<file path="src/rtl/phase_cmp_lockdet.sv">
module phase_cmp_lockdet #(
  parameter int DIV_LO    = 512,
  parameter int DIV_HI    = 1024,
  parameter bit FIXED_HI  = 1'b0,
  parameter int OFS_SHORT = 4,
  parameter int OFS_LONG  = 7,
  parameter int LOCK_TOL  = 16
) (
  input  logic       clk,
  input  logic       rst_n,
  input  logic       ref_tick,
  input  logic       fb_edge,
  input  logic       cfg_load,
  input  logic       cfg_ratio_hi,
  input  logic [1:0] cfg_mode,
  input  logic       cfg_long_ofs,
  input  logic       cfg_low_cur,
  output logic       pump_up,
  output logic       pump_dn,
  output logic       pump_low,
  output logic       ref_strobe,
  output logic       unlocked
);
  localparam int CW = $clog2(DIV_HI);
  localparam int OW = $clog2(OFS_LONG + 1);
  localparam int WW = $clog2(LOCK_TOL + 1);
  localparam logic [1:0] M_NORM = 2'b00, M_HIZ = 2'b01, M_UP = 2'b10, M_DN = 2'b11;

  logic          ratio_q, long_q;
  logic [1:0]    mode_q;
  logic [CW-1:0] div_cnt;
  logic [CW:0]   ratio_m1;
  logic          ref_evt;
  logic          up_ff, dn_ff, up_set, dn_set;
  logic [OW-1:0] ofs_cnt, ofs_len;
  logic          ofs_on;
  logic [WW-1:0] wid_cnt;
  logic          viol, bad_q;

  always_ff @(posedge clk or negedge rst_n)
    if (!rst_n) begin
      ratio_q  <= 1'b0;
      mode_q   <= M_NORM;
      long_q   <= 1'b0;
      pump_low <= 1'b0;
    end else if (cfg_load) begin
      ratio_q  <= cfg_ratio_hi;
      mode_q   <= cfg_mode;
      long_q   <= cfg_long_ofs;
      pump_low <= cfg_low_cur;
    end

  assign ratio_m1 = (FIXED_HI || ratio_q) ? (CW+1)'(DIV_HI - 1) : (CW+1)'(DIV_LO - 1);
  assign ref_evt  = ref_tick && ({1'b0, div_cnt} >= ratio_m1);

  always_ff @(posedge clk or negedge rst_n)
    if (!rst_n) begin
      div_cnt    <= '0;
      ref_strobe <= 1'b0;
    end else begin
      ref_strobe <= ref_evt;
      if (ref_tick) div_cnt <= ref_evt ? '0 : div_cnt + 1'b1;
    end

  assign up_set = up_ff | fb_edge;
  assign dn_set = dn_ff | ref_evt;

  always_ff @(posedge clk or negedge rst_n)
    if (!rst_n) begin
      up_ff <= 1'b0;
      dn_ff <= 1'b0;
    end else if (up_set && dn_set) begin
      up_ff <= 1'b0;
      dn_ff <= 1'b0;
    end else begin
      up_ff <= up_set;
      dn_ff <= dn_set;
    end

  assign ofs_len = long_q ? OW'(OFS_LONG) : OW'(OFS_SHORT);
  assign ofs_on  = ofs_cnt < ofs_len;

  always_ff @(posedge clk or negedge rst_n)
    if (!rst_n)                       ofs_cnt <= OW'(OFS_LONG);
    else if (ref_evt)                 ofs_cnt <= '0;
    else if (ofs_cnt < OW'(OFS_LONG)) ofs_cnt <= ofs_cnt + 1'b1;

  assign viol = (up_ff || dn_ff) && (wid_cnt == WW'(LOCK_TOL));

  always_ff @(posedge clk or negedge rst_n)
    if (!rst_n)                         wid_cnt <= '0;
    else if (!(up_ff || dn_ff))         wid_cnt <= '0;
    else if (wid_cnt != WW'(LOCK_TOL))  wid_cnt <= wid_cnt + 1'b1;

  always_ff @(posedge clk or negedge rst_n)
    if (!rst_n) begin
      unlocked <= 1'b1;
      bad_q    <= 1'b1;
    end else begin
      if (viol)                  unlocked <= 1'b1;
      else if (ref_evt && !bad_q) unlocked <= 1'b0;
      if (ref_evt)   bad_q <= viol;
      else if (viol) bad_q <= 1'b1;
    end

  always_comb
    case (mode_q)
      M_NORM:  begin pump_up = up_ff | ofs_on; pump_dn = dn_ff; end
      M_HIZ:   begin pump_up = 1'b0;           pump_dn = 1'b0;  end
      M_UP:    begin pump_up = 1'b1;           pump_dn = 1'b0;  end
      default: begin pump_up = 1'b0;           pump_dn = 1'b1;  end
    endcase

  a_r4_pfd_exclusive: assert property (@(posedge clk) disable iff (!rst_n)
    !(up_ff && dn_ff));
  a_r1_div_wrap: assert property (@(posedge clk) disable iff (!rst_n)
    ref_evt |=> (div_cnt == '0) && ref_strobe);
  a_r5_offset_start: assert property (@(posedge clk) disable iff (!rst_n)
    ref_evt |=> ofs_on);
  a_r8_unlock_next: assert property (@(posedge clk) disable iff (!rst_n)
    viol |=> unlocked);
  a_r10_relock_at_ref: assert property (@(posedge clk) disable iff (!rst_n)
    $fell(unlocked) |-> $past(ref_evt) && !$past(viol));
endmodule

</file>
<file path="config.mk">
export PLATFORM = sky130hd
export DESIGN_NAME = phase_cmp_lockdet
export DESIGN_NICKNAME = d
export VERILOG_FILES = /design/src/rtl/phase_cmp_lockdet.sv
export SDC_FILE = /design/constraint.sdc
export NUM_CORES = 1
export LEC_CHECK = 0
export ABC_AREA = 1
export BUFFER_PORTS_ARGS = -buffer_cell sky130_fd_sc_hd__buf_2
export CAP_MARGIN = 20
export CORE_ASPECT_RATIO = 1.2
export CORE_MARGIN = 5
export CORE_UTILIZATION = 40
export DETAILED_ROUTE_END_ITERATION = 16
export PLACE_DENSITY = 0.64
export SLEW_MARGIN = 20
export SYNTH_ARGS = -nofsm -noshare
export SYNTH_HDL_FRONTEND = slang
export SYNTH_SLANG_ARGS = --single-unit
export TNS_END_PERCENT = 50
</file>
<file path="constraint.sdc">
create_clock -name clk -period 2 [get_ports clk]
set_clock_uncertainty 0.15 [all_clocks]
set_input_delay 0.6 -clock clk [delete_from_list [all_inputs] [get_ports clk]]
set_output_delay 0.6 -clock clk [all_outputs]
set_load 0.005 [all_outputs]
</file>
=== Word-level counts from Yosys, hierarchy flattened ===
Cells that the tools add are included.
Widths: inputs -> output; s select.

* Bits in registers: 28
* Input bits: 10
* Word-level logic and storage cells: 52

* Eq/ne operators: 5
* Order comparisons: 3
* Add/subtract/negate cells: 3
* Bitwise logic cells: 3
* Muxes and demuxes: 15
* Reductions and logical operators: 11

{| class="wikitable"
|+ Operator list
! cell !! number
|-
| $mux 10 || 2
|-
| $add 10x1->10 const B || 1
|-
| $ge 10x10->1 || 1
|-
| $mux 5 || 2
|-
| $mux 1 || 6
|-
| $mux 3 || 2
|-
| $reduce_bool 2->1 || 3
|-
| $add 5x1->5 const B || 1
|-
| $eq 5x5->1 const B || 1
|-
| $ne 5x5->1 const B || 1
|-
| $logic_and 1x1->1 || 4
|-
| $pmux 1 s2 || 2
|-
| $add 3x1->3 const B || 1
|-
| $lt 3x3->1 || 1
|-
| $lt 3x3->1 const B || 1
|-
| $or 1x1->1 || 3
|-
| $eq 2x1->1 const B || 1
|-
| $eq 2x2->1 const B || 1
|-
| $logic_not 2->1 || 1
|-
| $mux 2 || 1
|-
| $ne 2x1->1 const B || 1
|-
| $reduce_or 2->1 || 1
|-
| $logic_not 1->1 || 1
|-
| $logic_or 1x1->1 || 1
|}

=== Longest topological paths before layout ===
Gate-level depths: netlist of run 1.

* Depth after elaboration: 6
* Gate-level depth with buffers: 10

=== Least setup slack after synthesis of run 1 ===
No wires, ideal clock.

* Kind: register -> output
* Start: register ofs_cnt[1]
* End: output port pump_up
* Setup slack: 0.198 ns
* Stages on the path, launching flop included: 7
* Path buffers: 0
* Data arrival time: 1.052 ns
* Cells stage by stage: dfstp_2 ha_1 nand2_1 nor2_1 a21oi_1 o21ai_0 nand2_1

* Word-level cells in the longest chain between the ends: 3

{| class="wikitable"
|+ RTL lines
! element !! line !! source
|-
| start, declared || 35 || <nowiki>logic [OW-1:0] ofs_cnt, ofs_len;</nowiki>
|-
| start signal, assigned || 84 || <nowiki>if (!rst_n) ofs_cnt <= OW'(OFS_LONG);</nowiki>
|-
| start signal, assigned || 86 || <nowiki>else if (ofs_cnt < OW'(OFS_LONG)) ofs_cnt <= ofs_cnt + 1'b1;</nowiki>
|-
| $lt 3x3->1 || 81 || <nowiki>assign ofs_on = ofs_cnt < ofs_len;</nowiki>
|-
| $or 1x1->1 || 108 || <nowiki>M_NORM: begin pump_up = up_ff | ofs_on; pump_dn = dn_ff; end</nowiki>
|-
| $pmux 1 s2 || 107 || <nowiki>case (mode_q)</nowiki>
|-
| end, declared || 18 || <nowiki>output logic pump_up,</nowiki>
|}

No other way between the ends.

=== Final worst setup path of run 1 ===
Same ends and word-level chain as after synthesis.

==> key figures, run 1 <==
Clock network
  – Clock sink total: 28
  – Worst-skew pair later-pin latency: 0.28 ns
  – Clock-pin slew on the worst setup and hold paths: 0.10 ns
  – CTS Hold Bufs: 0
  – CTS tree: built
  – Number of buffers created by CTS: 3
  – Depth of the CTS H-tree: 1
  – Longest Clk Path Bufs: 2
  – CTS root buffer: clkbuf_8

Power and ir drop
  – Sw frac: 32.7%
  – Int Pwr: 1310 uW
  – Clock power share: 23.0%
  – Sw Pwr: 635 uW
  – PwrDens: 1210 nW/um^2
  – LEAKAGE: 0.000796 uW
  – Logic pwr share: 29.1%
  – Register share of total power: 47.9%
  – Worst IR Drop VDD: 0.000625 V

Drt
  – Pre-antenna DRT Iters: 4
  – Drt total wl: 2430 um
  – DRT antenna net count: 0
  – Initial DRC count: 21
  – Routed len/inst: 11.5 um
  – Drt drc: 0
  – Vias: 1,023
  – Vias per inst: 4.83

Setup path
  – Critical Path AT: 1.47 ns
  – Critical path's largest stage delay: 0.57 ns
  – CP Launch Type: flip-flop
  – CP delay by family, top: flip-flops
  – FF-to-FF path depth: 7
  – Worst Path Max Fanout: 2
  – CP Buf/Inv Count: 1
  – Worst path cell trace: ha_4, nand2_4, nor2_4, a21oi_2, o21ai_1, nand2_1, buf_2
  – Crit path kind: reg -> out
  – FF-to-FF End: div_cnt[7]
  – Reg-to-reg setup timing slack: 0.50 ns
  – Critical Path Sink Type: output port
  – Critical path's slowest cell: dfstp_2
  – FF-to-FF Start: div_cnt[0]
  – Req. time, crit path: 1.25 ns

Finish
  – Most frequent cells in the layout: nand2_1, dfrtp_1, inv_1, nor2_1, buf_2
  – FILL cells: 314
  – Layout cells sized above 1: 23.4%
  – Final net count: 194
  – Commonest non-fill, non-tap cell in the layout: nand2_1
  – Sequential cell area: 707 um^2
  – Final instance area: 1610 um^2
  – Fin util: 48.2%
  – Multi-input gate area: 618 um^2
  – Diode count: 0
  – P&R area growth vs syn: 16.4%

Timing
  – Hold slack: 0.170 ns
  – Final Max Slew Viols: 0
  – Setup_tns: -0.216 ns
  – RSZ-0062 raised after global routing: yes
  – Final setup margin: -0.216 ns
  – Max Fclk: 0.451 GHz
  – Min Tclk post-route: 2.22 ns
  – Fin crit share: 111%
  – Worst-margin pin slew: 0.616 ns
  – Fin. Hold Viols: 0
  – Max_slew headroom: 58.9%
  – Setup Viol. Count Final: 1

Floorplan
  – Initial Utilization: 41.5%
  – I/O Pins: 15
  – Die Area: 4740 um^2
  – Die Wd: 63.7 um
  – Chip Height: 74.4 um
  – Cell row count: 23
  – Core ar.: 3340 um^2

Yosys
  – Syn Inst Count: 156
  – Synth area leader: dfrtp_1
  – Syn nets: 174
  – Unique cell type count in the Yosys netlist: 20
  – Synth top area cells: dfrtp_1, dfstp_2, nand2_1, ha_1, inv_1
  – Post-synthesis sequential area ratio: 51.1%
  – Avg Synthesized Cell Area: 8.87 um^2
  – Share of the synthesized area in the top cell type: 41.6%
  – YS warnings: 0
  – Flops & latches, synth: 28
  – Post-Syn Area: 1380 um^2

Place
  – Port Buffers: 14
  – Detail Placement HPWL: 1800 um
  – Routability congestion estimate: 0.772
  – Placed cell area: 1500 um^2

Worst hold path
  – Hold Path Class: in -> async

Run status
  – Status: finished with violations
  – Failing checks: negative setup slack

Run
  – Max-cap violations: 0

Global route
  – Initial antenna violation count: 0
  – Vias in the first global route: 1,081
  – All-Layer GR Usage: 11.4%
  – Gr ovfl total: 0
  – First-pass GRT wire length: 4330 um
  – Largest net degree at the start of global routing: 29
through the flow:
stage / worst slack [ns] / cells / power, uW
floorplan: 0.198 / 156 / 1280
global placement: 0.0662 / 207 / 1390
detailed placement: 0.0548 / 207 / 1440
CTS: -0.233 / 212 / 1910
global route: -0.286 / 212 / 2080
finish: -0.216 / 212 / 1940
cell type report:
class | instances | share of cell area, %
Clock buffer | 3 | 2.56
Clock inverter | 1 | 1.86
Inverter | 20 | 4.66
Multi-Input combinational cell | 106 | 38.4
Sequential cell | 28 | 43.9
Tap cell | 37 | 2.87
Timing Repair Buffer | 17 | 5.75
power by group through the flow:
| stage | registers, uW | clock network, uW | logic (uW) |
|---|---|---|---|
| global placement | 913 | 0 | 477 |
| global route | 948 | 479 | 655 |
| detailed placement | 932 | 0 | 503 |
| CTS | 923 | 458 | 533 |
| finish | 931 | 448 | 565 |
| floorplan | 894 | 0 | 384 |
sequential cells by signal, summed over array words and instances, names as in the netlist:
signal,flops
pump_low,1
ofs_cnt,3
mode_q,2
ratio_q,1
bad_q,1
ref_strobe,1
div_cnt,10
unlocked,1
wid_cnt,5
dn_ff,1
long_q,1
up_ff,1
worst max-delay path by stage:
stage          startpoint      end  slack [ns]  depth (start not counted)
2_1_floorplan  ofs_cnt[1]  pump_up        0.20                          6
3_3_place_gp   ofs_cnt[1]  pump_up        0.07                          7
3_5_place_dp   ofs_cnt[1]  pump_up        0.05                          7
4_1_cts        ofs_cnt[1]  pump_up       -0.23                          7
5_1_grt        ofs_cnt[1]  pump_up       -0.29                          7
6_report       ofs_cnt[1]  pump_up       -0.22                          7
synth_stat cells (all sizes together):
cell type,n
a21oi,7
buf,1
clkbuf,1
dfrtp,23
dfstp,5
ha,8
inv,20
mux2,1
nand2,33
nand3,12
nand4,2
nor2,24
o21ai,10
o21bai,1
xnor2,3
xor2,5
cell families (layout without fill, tap and decap cells):
family | after synthesis | count (layout) | share of synthesized area, %
mux | 1 | 1 | 0.814
compound gates | 18 | 18 | 6.96
buf+inv | 22 | 41 | 6.51
xor+xnor | 8 | 8 | 5.06
simple gates | 71 | 71 | 22.3
fa+ha+maj | 8 | 8 | 7.23
flops | 28 | 28 | 51.1
routing by layer:
layer	up-vias	routed length [um]	global-route usage, %
li1	531	-	-
met1	478	1070	12.6
met2	8	1260	20.8
met3	6	40	2.72
met4	0	64	5.54
met5	-	0	0
repair_timing:
action,in CTS,in global routing
pin swaps,1,2
hold endpoints to repair,0,0
setup buffers,1,0
setup endpoints to repair,2,2
resized for setup,3,5
Note: power is estimated with default switching activity, not from simulation.
==> run 2: changes to the inputs <==
==> constraint.sdc (replaced) <==
create_clock -name clk -period 2.7 [get_ports clk]
set_clock_uncertainty 0.15 [all_clocks]
set_input_delay 0.81 -clock clk [delete_from_list [all_inputs] [get_ports clk]]
set_output_delay 0.81 -clock clk [all_outputs]
set_load 0.005 [all_outputs]
==> key figures, run 2 (same netlist as run 1, synthesis figures left out) <==
Run status
  – Status: finished clean

Floorplan
  – Die Wd: 63.7 um (unchanged)
  – Chip Height: 74.4 um (unchanged)
  – Die Area: 4740 um^2 (unchanged)
  – Core ar.: 3340 um^2 (unchanged)
  – Initial Utilization: 41.5% (unchanged)
  – Cell row count: 23 (unchanged)
  – I/O Pins: 15 (unchanged)

Clock network
  – Worst-skew pair later-pin latency: 0.27 ns (about the same)
  – Depth of the CTS H-tree: 1 (unchanged)
  – Clock-pin slew on the worst setup and hold paths: 0.09 ns (about the same)
  – Clock sink total: 28 (unchanged)
  – CTS tree: built
  – Longest Clk Path Bufs: 2 (unchanged)
  – CTS Hold Bufs: 0 (unchanged)
  – PostCTS Resize Cnt: 0 (-3)
  – Number of buffers created by CTS: 3 (unchanged)
  – CTS root buffer: clkbuf_8
  – Post-CTS setup buffers: 0 (-1)

Finish
  – Final net count: 191 (-1.5%)
  – Most frequent cells in the layout: nand2_1, dfrtp_1, inv_1, nor2_1, buf_2
  – Largest Register: div_cnt
  – Biggest regs: div_cnt x10, wid_cnt x5, ofs_cnt x3
  – Layout cells sized above 1: 19.2% (-4.2 points)
  – Sequential cell area: 707 um^2 (unchanged)
  – Commonest non-fill, non-tap cell in the layout: nand2_1
  – Diode count: 0 (unchanged)
  – FILL cells: 346 (+10%)
  – Fin util: 46.1% (-2.1 points)
  – Max FFs per register: 10 (unchanged)
  – P&R area growth vs syn: 11.3%
  – Multi-input gate area: 587 um^2 (-5.1%)

Global route
  – Grt met3 use: 1.96% (-0.76 points)
  – Gr ovfl total: 0 (unchanged)
  – Met1 Resource Use GR: 12.3% (-0.23 points)
  – Initial antenna violation count: 0 (unchanged)
  – First-pass GRT wire length: 4410 um (+1.8%)
  – Largest net degree at the start of global routing: 29 (unchanged)
  – Vias in the first global route: 1,097 (+1.5%)
  – All-Layer GR Usage: 11.5% (+0.021 points)
  – Top Usage Layer GRT: met2
  – Grt met2 use: 22.1% (+1.4 points)

Power and ir drop
  – Worst IR Drop VDD: 0.000609 V (-2.7%)
  – Register share of total power: 52.3% (+4.4 points)
  – LEAKAGE: 0.000768 uW (-3.5%)
  – Sw Pwr: 435 uW (-32%)
  – Sw frac: 33.3% (+0.64 points)
  – Logic pwr share: 28.2% (-0.9 points)
  – Clock power share: 19.5% (-3.5 points)
  – PwrDens: 846 nW/um^2 (-30%)
  – Int Pwr: 869 uW (-34%)

Place
  – Routability congestion estimate: 0.772 (about the same)
  – Detail Placement HPWL: 1850 um (+2.8%)
  – Port Buffers: 14 (unchanged)

Timing
  – Final Max Slew Viols: 0 (unchanged)
  – Fin crit share: 91.7%
  – Max_slew headroom: 60.1% (+1.2 points)
  – Worst-margin pin slew: 0.599 ns (-0.0173 ns)
  – Setup Viol. Count Final: 0 (-1)
  – Min Tclk post-route: 2.48 ns
  – Fin. Hold Viols: 0 (unchanged)
  – Setup_tns: 0 ns (+0.216 ns)
  – Max Fclk: 0.404 GHz
  – RSZ-0062 raised after global routing: no

Setup path
  – Critical Path AT: 1.52 ns (+0.05 ns)
  – Crit path kind: reg -> out
  – Critical Path Sink Type: output port
  – Worst Path Max Fanout: 3 (+1)
  – Req. time, crit path: 1.74 ns (+0.49 ns)
  – CP Launch Type: flip-flop

Drt
  – Drt drc: 0 (unchanged)
  – Drt total wl: 2400 um (-1.0%)
  – Initial DRC count: 25 (+19%)
  – Vias per inst: 4.94 (+2.3%)
  – Routed len/inst: 11.5 um (+0.39%)
  – Vias: 1,032 (+0.88%)
  – Pre-antenna DRT Iters: 4 (unchanged)
  – DRT antenna net count: 0 (unchanged)

Run
  – Max-cap violations: 0 (unchanged)

Worst hold path
  – Hold Path Class: reg -> reg
==> run 2: changes by cell type in the layout (fill, tap and decap cells not counted), sizes merged <==
| cell | before | now |
|---|---|---|
| buf | 17 | 14 |
| clkbuf | 3 | 4 |
| bufinv | 1 | 0 |
==> run 2: cell type report <==
class,count,share of cell area (%)
multi-input cells,106,38.1
clock buffers,4,3.57
flip-flops and latches,28,45.9
repair buffers,14,4.55
inverters,20,4.87
well taps,37,3.01
==> run 2: layer usage <==
metal  share of wire [%]  up-vias  wire length [um]
met3                 1.6        6                39
met5                   0        -                 0
met4                 1.4        0                34
li1                    -      523                 -
met1                  44      492              1060
met2                  53       11              1270
==> run 2: worst paths after layout <==
check                      cells past startpoint    endpoint  slack [ns]       start
setup / recovery                               7     pump_up        0.22  ofs_cnt[1]
hold / removal                                 2    unlocked        0.32    unlocked
setup reg to reg                               6  div_cnt[3]        0.97  div_cnt[0]
hold reg to reg                                2    unlocked        0.32    unlocked
max in group asynchronous                      1  wid_cnt[1]        1.62       rst_n
min in group asynchronous                      1  wid_cnt[2]        0.38       rst_n
==> run 2: stage by stage <==
step	std cells	setup WS (ns)	hold slack (ns)	instance area [um^2]	total power (uW)
after floorplan	156	0.688	0.293	1380	947
after global placement	205	0.555	0.304	1490	1030
after detailed placement	205	0.529	0.312	1490	1070
after CTS	209	0.212	0.327	1540	1330
after global routing	209	0.113	0.349	1540	1420
final	209	0.224	0.321	1540	1300
==> run 2: critical path, stage by stage, from the launching register on <==
cell     delay (ns)
dfstp_2        0.57
ha_1           0.24
nand2_1        0.06
nor2_1         0.04
a21oi_1        0.10
o21ai_0        0.08
nand2_1        0.06
buf_2          0.10
==> run 2: power groups by stage <==
stage | combinational, uW | sequential [uW] | clock [uW]
after CTS | 380 | 681 | 266
after global routing | 438 | 696 | 282
final | 368 | 682 | 254
after floorplan | 285 | 662 | 0
after detailed placement | 377 | 689 | 0
after global placement | 350 | 677 | 0
==> run 3: changes to the inputs <==
--- a/config.mk
+++ b/config.mk
@@ -9,7 +9,6 @@
 export BUFFER_PORTS_ARGS = -buffer_cell sky130_fd_sc_hd__buf_2
 export CAP_MARGIN = 20
 export CORE_ASPECT_RATIO = 1.2
-export CORE_MARGIN = 5
 export CORE_UTILIZATION = 40
 export DETAILED_ROUTE_END_ITERATION = 16
 export PLACE_DENSITY = 0.64
==> key figures, run 3 (same netlist as run 1, synthesis figures left out) <==
Run status
  – Status: finished clean

Clock network
  – Clock sink total: 28 (unchanged)
  – Longest Clk Path Bufs: 2 (unchanged)
  – CTS tree: built
  – Post-CTS setup buffers: 0 (unchanged)
  – Depth of the CTS H-tree: 1 (unchanged)
  – PostCTS Resize Cnt: 0 (unchanged)
  – CTS root buffer: clkbuf_8
  – Worst-skew pair later-pin latency: 0.27 ns (about the same)
  – Number of buffers created by CTS: 3 (unchanged)
  – Clock-pin slew on the worst setup and hold paths: 0.09 ns (about the same)
  – CTS Hold Bufs: 0 (unchanged)

Setup path
  – Reg-to-reg setup timing slack: 0.97 ns (about the same)
  – Most common cell on crit path: nand2_1
  – Critical Path Sink Type: output port
  – Critical path's slowest cell: dfstp_2
  – Crit path kind: reg -> out
  – Worst Path Max Fanout: 3 (unchanged)
  – CP Launch Type: flip-flop
  – Critical Path AT: 1.49 ns (-0.03 ns)
  – Req. time, crit path: 1.74 ns (about the same)
  – FF-to-FF path depth: 6 (unchanged)
  – CP delay by family, top: flip-flops
  – Worst path cell trace: ha_1, nand2_1, nor2_1, a21oi_1, o21ai_0, nand2_1, buf_2
  – FF-to-FF Start: div_cnt[0]
  – Critical path's largest stage delay: 0.56 ns (about the same)
  – CP Buf/Inv Count: 1 (unchanged)
  – FF-to-FF End: div_cnt[6]

Finish
  – Layout cells sized above 1: 19.2% (unchanged)
  – P&R area growth vs syn: 12.5%
  – Diode count: 0 (unchanged)
  – Max FFs per register: 10 (unchanged)
  – Most frequent cells in the layout: nand2_1, dfrtp_1, inv_1, nor2_1, buf_2
  – Fin util: 47.0% (+0.89 points)
  – Commonest non-fill, non-tap cell in the layout: nand2_1
  – Final net count: 191 (unchanged)
  – Largest Register: div_cnt
  – Biggest regs: div_cnt x10, wid_cnt x5, ofs_cnt x3

Timing
  – Max_slew headroom: 58.5% (-1.6 points)
  – Fin crit share: 90.7% (-0.97 points)
  – Max Fclk: 0.408 GHz (+1.1%)
  – Setup Viol. Count Final: 0 (unchanged)
  – Fin. Hold Viols: 0 (unchanged)
  – RSZ-0062 raised after global routing: no
  – Worst-margin pin slew: 0.623 ns (+0.0243 ns)
  – Final Max Slew Viols: 0 (unchanged)
  – Min Tclk post-route: 2.45 ns (-0.0262 ns)
  – Setup_tns: 0 ns (unchanged)
  – Final setup margin: 0.250 ns (+0.0262 ns)

Global route
  – First-pass GRT wire length: 3920 um (-11%)
  – Largest net degree at the start of global routing: 29 (unchanged)
  – Initial antenna violation count: 0 (unchanged)
  – Gr ovfl total: 0 (unchanged)
  – All-Layer GR Usage: 13.6% (+2.1 points)
  – Vias in the first global route: 959 (-13%)

Drt
  – Vias per inst: 4.78 (-3.3%)
  – DRT antenna net count: 0 (unchanged)
  – Pre-antenna DRT Iters: 4 (unchanged)
  – Routed len/inst: 10.8 um (-5.9%)
  – Initial DRC count: 28 (+12%)
  – Drt drc: 0 (unchanged)
  – Drt total wl: 2260 um (-5.9%)
  – Vias: 998 (-3.3%)

Place
  – Detail Placement HPWL: 1760 um (-5.1%)
  – Pre-CTS setup slack: 0.538 ns (+0.00937 ns)
  – Routability congestion estimate: 0.732 (-5.2%)
  – Port Buffers: 14 (unchanged)

Floorplan
  – Core ar.: 3310 um^2 (-0.86%)
  – Initial Utilization: 41.8% (+0.36 points)
  – Cell row count: 23 (unchanged)
  – I/O Pins: 15 (unchanged)
  – Chip Height: 66.4 um (-11%)
  – Die Area: 3700 um^2 (-22%)
  – Die Wd: 55.7 um (-13%)

Power and ir drop
  – LEAKAGE: 0.000774 uW (+0.90%)
  – Power Total: 1360 uW (+4.5%)
  – Worst IR Drop VDD: 0.000496 V (-18%)
  – PwrDens: 875 nW/um^2 (+3.4%)

Worst hold path
  – Hold Path Class: reg -> reg
  – WHS Path Cells: 2 (unchanged)
  – Hold path endpoint: unlocked
  – Worst hold path startpoint: unlocked

Run
  – Max-cap violations: 0 (unchanged)
## run 3: changes by cell type in the layout (fill, tap and decap cells not counted), sizes merged
cell / delta
bufinv: +1
clkbuf: -1
## run 3: power by group
part / internal, uW / switching [uW]
Sequential: 570 / 107
Combinational: 167 / 198
Clock: 198 / 123
Total: 935 / 428
## run 3: cell type report
| cell class | instances | area, um^2 |
|---|---|---|
| well taps | 37 | 46.3 |
| repair buffers | 14 | 70.1 |
| flip-flops and latches | 28 | 707 |
| clock buffers | 3 | 41.3 |
| inverters | 20 | 75.1 |
| clock inverters | 1 | 30.0 |
| fillers | 316 | 1750 |
| multi-input cells | 106 | 587 |
## run 3: worst max-delay path by stage
stage,startpoint,to,slack (ns),cells after the start
global route,ofs_cnt[1],pump_up,0.13,7
global placement,ofs_cnt[1],pump_up,0.58,7
detailed placement,ofs_cnt[1],pump_up,0.54,7
floorplan,ofs_cnt[1],pump_up,0.69,6
finish,ofs_cnt[1],pump_up,0.25,7
CTS,ofs_cnt[1],pump_up,0.23,7
## run 3: worst min-delay path: stages, from the launching register on
cell	delay [ns]
dfstp_2	0.38
nand2_1	0.05
nand2_1	0.04
## run 3: routing by layer
| metal | GRT usage [%] | vias to the layer above | wire [um] | part of all wire, % |
|---|---|---|---|---|
| met3 | 1.76 | 2 | 52 | 2.3 |
| li1 | - | 521 | - | - |
| met1 | 16.1 | 464 | 1040 | 46 |
| met2 | 24.4 | 11 | 1150 | 51 |
| met5 | 0 | - | 0 | 0 |
| met4 | 6.56 | 0 | 23 | 1.0 |
## run 3: per-stage QoR
| step | instances | instance area [um^2] | hold WS, ns |
|---|---|---|---|
| after floorplan | 156 | 1380 | 0.293 |
| after global placement | 205 | 1490 | 0.304 |
| after detailed placement | 205 | 1490 | 0.303 |
| after CTS | 209 | 1560 | 0.322 |
| after global routing | 209 | 1560 | 0.352 |
| final | 209 | 1560 | 0.319 |
